`src/rtl/bg_pkg.sv`:
```
package bg_pkg;
  localparam int PAL_AW  = 5;
  localparam int COLOR_W = 6;

  typedef logic [PAL_AW-1:0] pal_addr_t;

  // transparent slots of the upper groups share the lower slot
  function automatic pal_addr_t pal_fold(input pal_addr_t a);
    pal_addr_t r;
    r = a;
    if (a[4] && a[1:0] == 2'b00) r[4] = 1'b0;
    return r;
  endfunction
endpackage

```
`src/rtl/bg_shifter.sv`:
```
module bg_shifter #(
  parameter int TILE_W = 8,
  parameter int SEL_W  = 3
) (
  input  logic              clk_i,
  input  logic              rst_ni,
  input  logic              adv_i,
  input  logic              reload_i,
  input  logic [TILE_W-1:0] fill_i,
  input  logic [SEL_W-1:0]  sel_i,
  output logic              tap_o,
  output logic [2*TILE_W-1:0] word_o
);
  localparam int SH_W = 2 * TILE_W;

  logic [SH_W-1:0] q;

  always_ff @(posedge clk_i or negedge rst_ni) begin
    if (!rst_ni) begin
      q <= '0;
    end else if (adv_i) begin
      if (reload_i) q <= {q[SH_W-2:TILE_W-1], fill_i};
      else          q <= {q[SH_W-2:0], 1'b0};
    end
  end

  assign tap_o  = q[SH_W-1-int'(sel_i)];
  assign word_o = q;
endmodule

```
`src/rtl/bg_palette.sv`:
```
module bg_palette
  import bg_pkg::*;
#(
  parameter int AW = PAL_AW,
  parameter int DW = COLOR_W
) (
  input  logic          clk_i,
  input  logic          rst_ni,
  input  logic          we_i,
  input  logic [AW-1:0] waddr_i,
  input  logic [DW-1:0] wdata_i,
  input  logic [AW-1:0] raddr_i,
  output logic [DW-1:0] rdata_o
);
  localparam int DEPTH = 1 << AW;

  logic [DW-1:0] mem [DEPTH];
  pal_addr_t     wa;

  assign wa = pal_fold(pal_addr_t'(waddr_i));

  always_ff @(posedge clk_i or negedge rst_ni) begin
    if (!rst_ni) begin
      for (int i = 0; i < DEPTH; i++) mem[i] <= '0;
    end else if (we_i) begin
      mem[wa] <= wdata_i;
    end
  end

  assign rdata_o = mem[pal_fold(pal_addr_t'(raddr_i))];
endmodule

```
`src/rtl/bg_pat_addr.sv`:
```
module bg_pat_addr #(
  parameter int TID_W  = 8,
  parameter int ROW_W  = 3,
  parameter int PAT_AW = 10
) (
  input  logic [TID_W-1:0]  tile_idx_i,
  input  logic [ROW_W-1:0]  row_i,
  output logic [PAT_AW-1:0] lo_o,
  output logic [PAT_AW-1:0] hi_o
);
  localparam int KEEP = PAT_AW - ROW_W - 1;

  // upper tile bits fall outside the mirrored store
  assign lo_o = {tile_idx_i[KEEP-1:0], 1'b0, row_i};
  assign hi_o = {tile_idx_i[KEEP-1:0], 1'b1, row_i};
endmodule

```
`src/rtl/bg_pixel_gen.sv`:
```
module bg_pixel_gen
  import bg_pkg::*;
#(
  parameter int TILE_W = 8,
  parameter int TID_W  = 8,
  parameter int PAT_AW = 10
) (
  input  logic                     clk_i,
  input  logic                     rst_ni,
  input  logic                     render_en_i,
  input  logic                     shift_en_i,
  input  logic                     visible_i,
  input  logic [$clog2(TILE_W)-1:0] fine_x_i,
  input  logic                     tile_wr_i,
  input  logic [TILE_W-1:0]        tile_lo_i,
  input  logic [TILE_W-1:0]        tile_hi_i,
  input  logic [1:0]               tile_attr_i,
  input  logic                     pal_we_i,
  input  logic [PAL_AW-1:0]        pal_addr_i,
  input  logic [COLOR_W-1:0]       pal_data_i,
  input  logic [TID_W-1:0]         tile_idx_i,
  input  logic [$clog2(TILE_W)-1:0] row_i,
  output logic [PAT_AW-1:0]        pat_lo_addr_o,
  output logic [PAT_AW-1:0]        pat_hi_addr_o,
  output logic [COLOR_W-1:0]       color_o
);
  localparam int PH_W   = $clog2(TILE_W);
  localparam int SH_W   = 2 * TILE_W;
  localparam int PLANES = 4;

  logic [TILE_W-1:0] stage_lo_q, stage_hi_q;
  logic [1:0]        stage_at_q;
  logic [PH_W-1:0]   phase_q;
  logic              adv, reload;
  logic [TILE_W-1:0] fill [PLANES];
  logic [PLANES-1:0] tap;
  logic [SH_W-1:0]   word [PLANES];
  logic [1:0]        bg_pix, bg_grp;
  logic [PAL_AW-1:0] rd_idx;
  logic [COLOR_W-1:0] rd_color, color_q;

  assign adv    = render_en_i & shift_en_i;
  assign reload = adv && (phase_q == PH_W'(TILE_W-1));

  always_ff @(posedge clk_i or negedge rst_ni) begin
    if (!rst_ni) begin
      stage_lo_q <= '0;
      stage_hi_q <= '0;
      stage_at_q <= '0;
    end else if (tile_wr_i) begin
      stage_lo_q <= tile_lo_i;
      stage_hi_q <= tile_hi_i;
      stage_at_q <= tile_attr_i;
    end
  end

  always_ff @(posedge clk_i or negedge rst_ni) begin
    if (!rst_ni)  phase_q <= '0;
    else if (adv) phase_q <= phase_q + 1'b1;
  end

  assign fill[0] = stage_lo_q;
  assign fill[1] = stage_hi_q;
  assign fill[2] = {TILE_W{stage_at_q[0]}};
  assign fill[3] = {TILE_W{stage_at_q[1]}};

  for (genvar g = 0; g < PLANES; g++) begin : g_plane
    bg_shifter #(.TILE_W(TILE_W), .SEL_W(PH_W)) u_sh (
      .clk_i   (clk_i),
      .rst_ni  (rst_ni),
      .adv_i   (adv),
      .reload_i(reload),
      .fill_i  (fill[g]),
      .sel_i   (fine_x_i),
      .tap_o   (tap[g]),
      .word_o  (word[g])
    );
  end

  assign bg_pix = {tap[1], tap[0]};
  assign bg_grp = {tap[3], tap[2]};
  assign rd_idx = (bg_pix == 2'b00) ? '0 : {1'b0, bg_grp, bg_pix};

  bg_palette #(.AW(PAL_AW), .DW(COLOR_W)) u_pal (
    .clk_i  (clk_i),
    .rst_ni (rst_ni),
    .we_i   (pal_we_i),
    .waddr_i(pal_addr_i),
    .wdata_i(pal_data_i),
    .raddr_i(rd_idx),
    .rdata_o(rd_color)
  );

  always_ff @(posedge clk_i or negedge rst_ni) begin
    if (!rst_ni)                       color_q <= '0;
    else if (render_en_i && visible_i) color_q <= rd_color;
    else                               color_q <= '0;
  end

  assign color_o = color_q;

  bg_pat_addr #(.TID_W(TID_W), .ROW_W(PH_W), .PAT_AW(PAT_AW)) u_addr (
    .tile_idx_i(tile_idx_i),
    .row_i     (row_i),
    .lo_o      (pat_lo_addr_o),
    .hi_o      (pat_hi_addr_o)
  );
endmodule

```
`config.mk`:
```
export PLATFORM = sky130hd
export DESIGN_NAME = bg_pixel_gen
export DESIGN_NICKNAME = d
export VERILOG_FILES = /design/src/rtl/bg_pkg.sv /design/src/rtl/bg_shifter.sv /design/src/rtl/bg_palette.sv /design/src/rtl/bg_pat_addr.sv /design/src/rtl/bg_pixel_gen.sv
export SDC_FILE = /design/constraint.sdc
export NUM_CORES = 1
export LEC_CHECK = 0
export ABC_AREA = 1
export BUFFER_PORTS_ARGS = -buffer_cell sky130_fd_sc_hd__buf_4
export CORE_MARGIN = 4
export CORE_UTILIZATION = 25
export CTS_CLUSTER_DIAMETER = 120
export DETAILED_ROUTE_END_ITERATION = 16
export HOLD_SLACK_MARGIN = 0.08
export PLACE_DENSITY = 0.46
export SYNTH_ARGS = -nofsm -noshare
export SYNTH_HDL_FRONTEND = slang
export SYNTH_SLANG_ARGS = --single-unit
```
`constraint.sdc`:
```
create_clock -name clk_i -period 2.5 [get_ports clk_i]
set_input_delay 0.25 -clock clk_i [delete_from_list [all_inputs] [get_ports clk_i]]
set_output_delay 0.25 -clock clk_i [all_outputs]
set_load 0.03 [all_outputs]
```
==> impl_metrics.json <==
{
  "status": "finished, final reports clean",
  "routed_via_density": 4.385,
  "cts.sinks": 187,
  "synth_most_common_cell": "nand2_1",
  "final_core_util_pct": 29.36,
  "gp_congestion": 0.7210,
  "cts_setup_buffers": 0,
  "yosys-top-cells-count": "307 x nand2_1, 187 x dfrtp_1, 151 x o21ai_0",
  "worstSkewPairLatency_ps": 440,
  "drv_slew": 0,
  "synth_area_leaders": "dfrtp_1 55%, nand2_1 13%, o21ai_0 8.8%",
  "hpwl_um": 13190,
  "power_density_mw_per_mm2": 854.1,
  "clk_pin_slew_ps": 80,
  "initial_utilization_pct": 25.42,
  "synthArstFlopShare_pct": 100.0,
  "end_kind": "flip-flop",
  "grt_max_degree": 64,
  "hold_viol_final": 0,
  "drv_cap": 0,
  "crit_buf_inv": 2,
  "syn-instance-count": 1008,
  "die_w_um": 193.1,
  "die_h_um": 193.1,
  "yosysTopAreaCellShare_pct": 54.63,
  "place.port_buffers": 44,
  "pin_count": 76,
  "period_minus_slack_ps": 2036,
  "max_slew_margin_pct": 57.72,
  "synth_cell_types": 30,
  "synth_seq_cells": 187,
  "synth_nets": 1060,
  "tritoncts": "built",
  "rsz0062_at_grt": "no",
  "critical-path-top-delay-family": "simple AND/OR/NAND/NOR gates",
  "synthFlopType": "dfrtp_1",
  "vias": 6520,
  "firstDrtPassIters": 5,
  "cts_buffers": 17,
  "grt_pass1_vias": 6505,
  "finClkSkew_ps": 10.34,
  "tightestPinTransition_ps": 633.5,
  "grt_pass1_wl_um": 35190,
  "start_kind": "flip-flop",
  "yosysWarningCount": 0,
  "clk_path_buf_depth": 2,
  "overflow": 0,
  "slowest_delay_ps": 360,
  "path_class": "reg -> reg",
  "die-area_mm2": 0.03729,
  "syn_avg_cell_area_um2": 8.498,
  "area_growth_pct": 15.53,
  "setup_viol": 0,
  "final_nets": 1078,
  "antenna_found_initial": 0,
  "cts_resized": 0,
  "holdWs_ps": 163.2,
  "finalSetupTns_ps": 0,
  "rows": 67,
  "wl_per_cell_um": 14.19,
  "leakage_nw": 4.607,
  "remaining_drc_errors": 0,
  "netlist_area_mm2": 0.008566,
  "finalWirelength_um": 21110,
  "fin_total_pwr_mw": 8.452,
  "fp.coreArea_mm2": 0.03370,
  "yosysSeqAreaShare_pct": 54.63,
  "clockRootBuffer": "clkbuf_16",
  "finalCritPeriodShare_pct": 81.45,
  "final.setup.worst_slack_ps": 463.7,
  "vdd.ir_drop.worst_mv": 0.4919,
  "h-tree-depth": 4,
  "grt.total_usage_pct": 11.84,
  "fmax_mhz": 491.1,
  "crit_path_top_delay_cell": "dfrtp_1",
  "synth_edf_count": 0,
  "postRouteAntennaNets": 0,
  "pre_cts_ws_ps": 357.8,
  "insertedDiodeCount": 0,
  "drive_gt1_share_pct": 10.88,
  "drtIter0Drc": 557,
  "worstHoldPathType": "in -> reg",
  "cp_max_fo": 23,
  "arrival_ps": 2370,
  "crit_top_cell": "nand3_1",
  "crit_chain": "inv_1 > nand2_1 > nand3_1 > nand3_1 > nand2_2 > buf_4 > nand2_1 > nand3_1 > nand3_1 > nand3_1 > nand2_1 > nor2_1",
  "crit_required_ps": 2840,
  "synth_top_cell_by_area": "dfrtp_1"
}
layout make-up:
class | instances | area [um^2]
Sequential cell | 187 | 4679
Timing Repair Buffer | 81 | 686.9
Clock inverter | 15 | 152.6
Clock buffer | 17 | 425.4
Fill cell | 3614 | 23800
Inverter | 88 | 335.3
Tap cell | 448 | 560.5
Multi-Input combinational cell | 651 | 3055
timing repair:
item | in CTS | in global routing
hold buffers | 19 | 0
setup endpoints to repair | 0 | 0
endpoints found under the hold margin | 67 | 0
cell usage in the layout, fill, tap and decap left out, types with 3 or more instances in the layout:
cell type,count
o21ai_0,151
a21oi_1,17
nand2_1,306
inv_8,3
nand3_1,97
inv_1,84
nor2_1,19
nand3b_1,7
inv_6,7
nor3_1,3
a221oi_1,4
clkbuf_16,17
buf_4,59
nand2_2,4
o211ai_1,9
nand3_2,5
dfrtp_1,187
dlygate4sd3_1,19
o221ai_1,15
worst paths after layout:
kind	start	depth (start not counted)	to	slack (ps)
max	g_plane[0].u_sh.word_o[8]	12	color_o[5]	460
max reg2reg	g_plane[0].u_sh.word_o[8]	12	color_o[5]	460
min reg2reg	u_pal.mem[184]	2	u_pal.mem[184]	480
min	shift_en_i	4	phase_q[1]	160
min in group asynchronous	rst_ni	2	stage_hi_q[4]	340
max in group asynchronous	rst_ni	3	u_pal.mem[121]	1470
metrics by stage:
step / instance area [um^2] / instances
2_1_floorplan: 8566 / 1008
3_3_place_gp: 9128 / 1436
3_5_place_dp: 9128 / 1436
4_1_cts: 9896 / 1487
5_1_grt: 9896 / 1487
6_report: 9896 / 1487
power by group:
group / switching (mW) / internal [mW]
Clock: 1.32 / 1.34
Combinational: 1.08 / 0.683
Sequential: 0.320 / 3.71
Total: 2.73 / 5.73
per-layer routing:
| layer | share of wire [%] | wire length [um] | vias up | GRT usage (%) |
|---|---|---|---|---|
| li1 | - | - | 3292 | - |
| met1 | 51 | 10820 | 3112 | 17.45 |
| met2 | 44 | 9288 | 102 | 18.03 |
| met3 | 3.6 | 758 | 14 | 2.017 |
| met4 | 1.1 | 238 | 0 | 3.159 |
| met5 | 0 | 0 | - | 0 |
registers in the layout (all words and copies together) (netlist names):
signal               cells
stage_at_q               2
stage_lo_q               8
stage_hi_q               8
phase_q                  3
g_plane.u_sh.word_o     64
u_pal.mem               96
color_o                  6
worst reg2reg max path: stages (launching register included):
cell and delay, ps:
dfrtp_1 360, inv_1 130, nand2_1 70, nand3_1 90, nand3_1 140, nand2_2 180, buf_4 320, nand2_1 90
nand3_1 70, nand3_1 120, nand3_1 120, nand2_1 60, nor2_1 200
cells by family (layout without fill, tap and decap cells):
group	Yosys count	count (layout)	share of synthesized area (%)
buf+inv	170	201	9.728
mux	2	2	0.2629
simple gates	443	443	21.81
xor+xnor	1	1	0.1023
fa+ha+maj	2	2	0.2921
other cells	2	2	0.08768
compound gates	201	201	13.09
flops	187	187	54.63
Note: power is estimated with default switching activity, not from simulation.
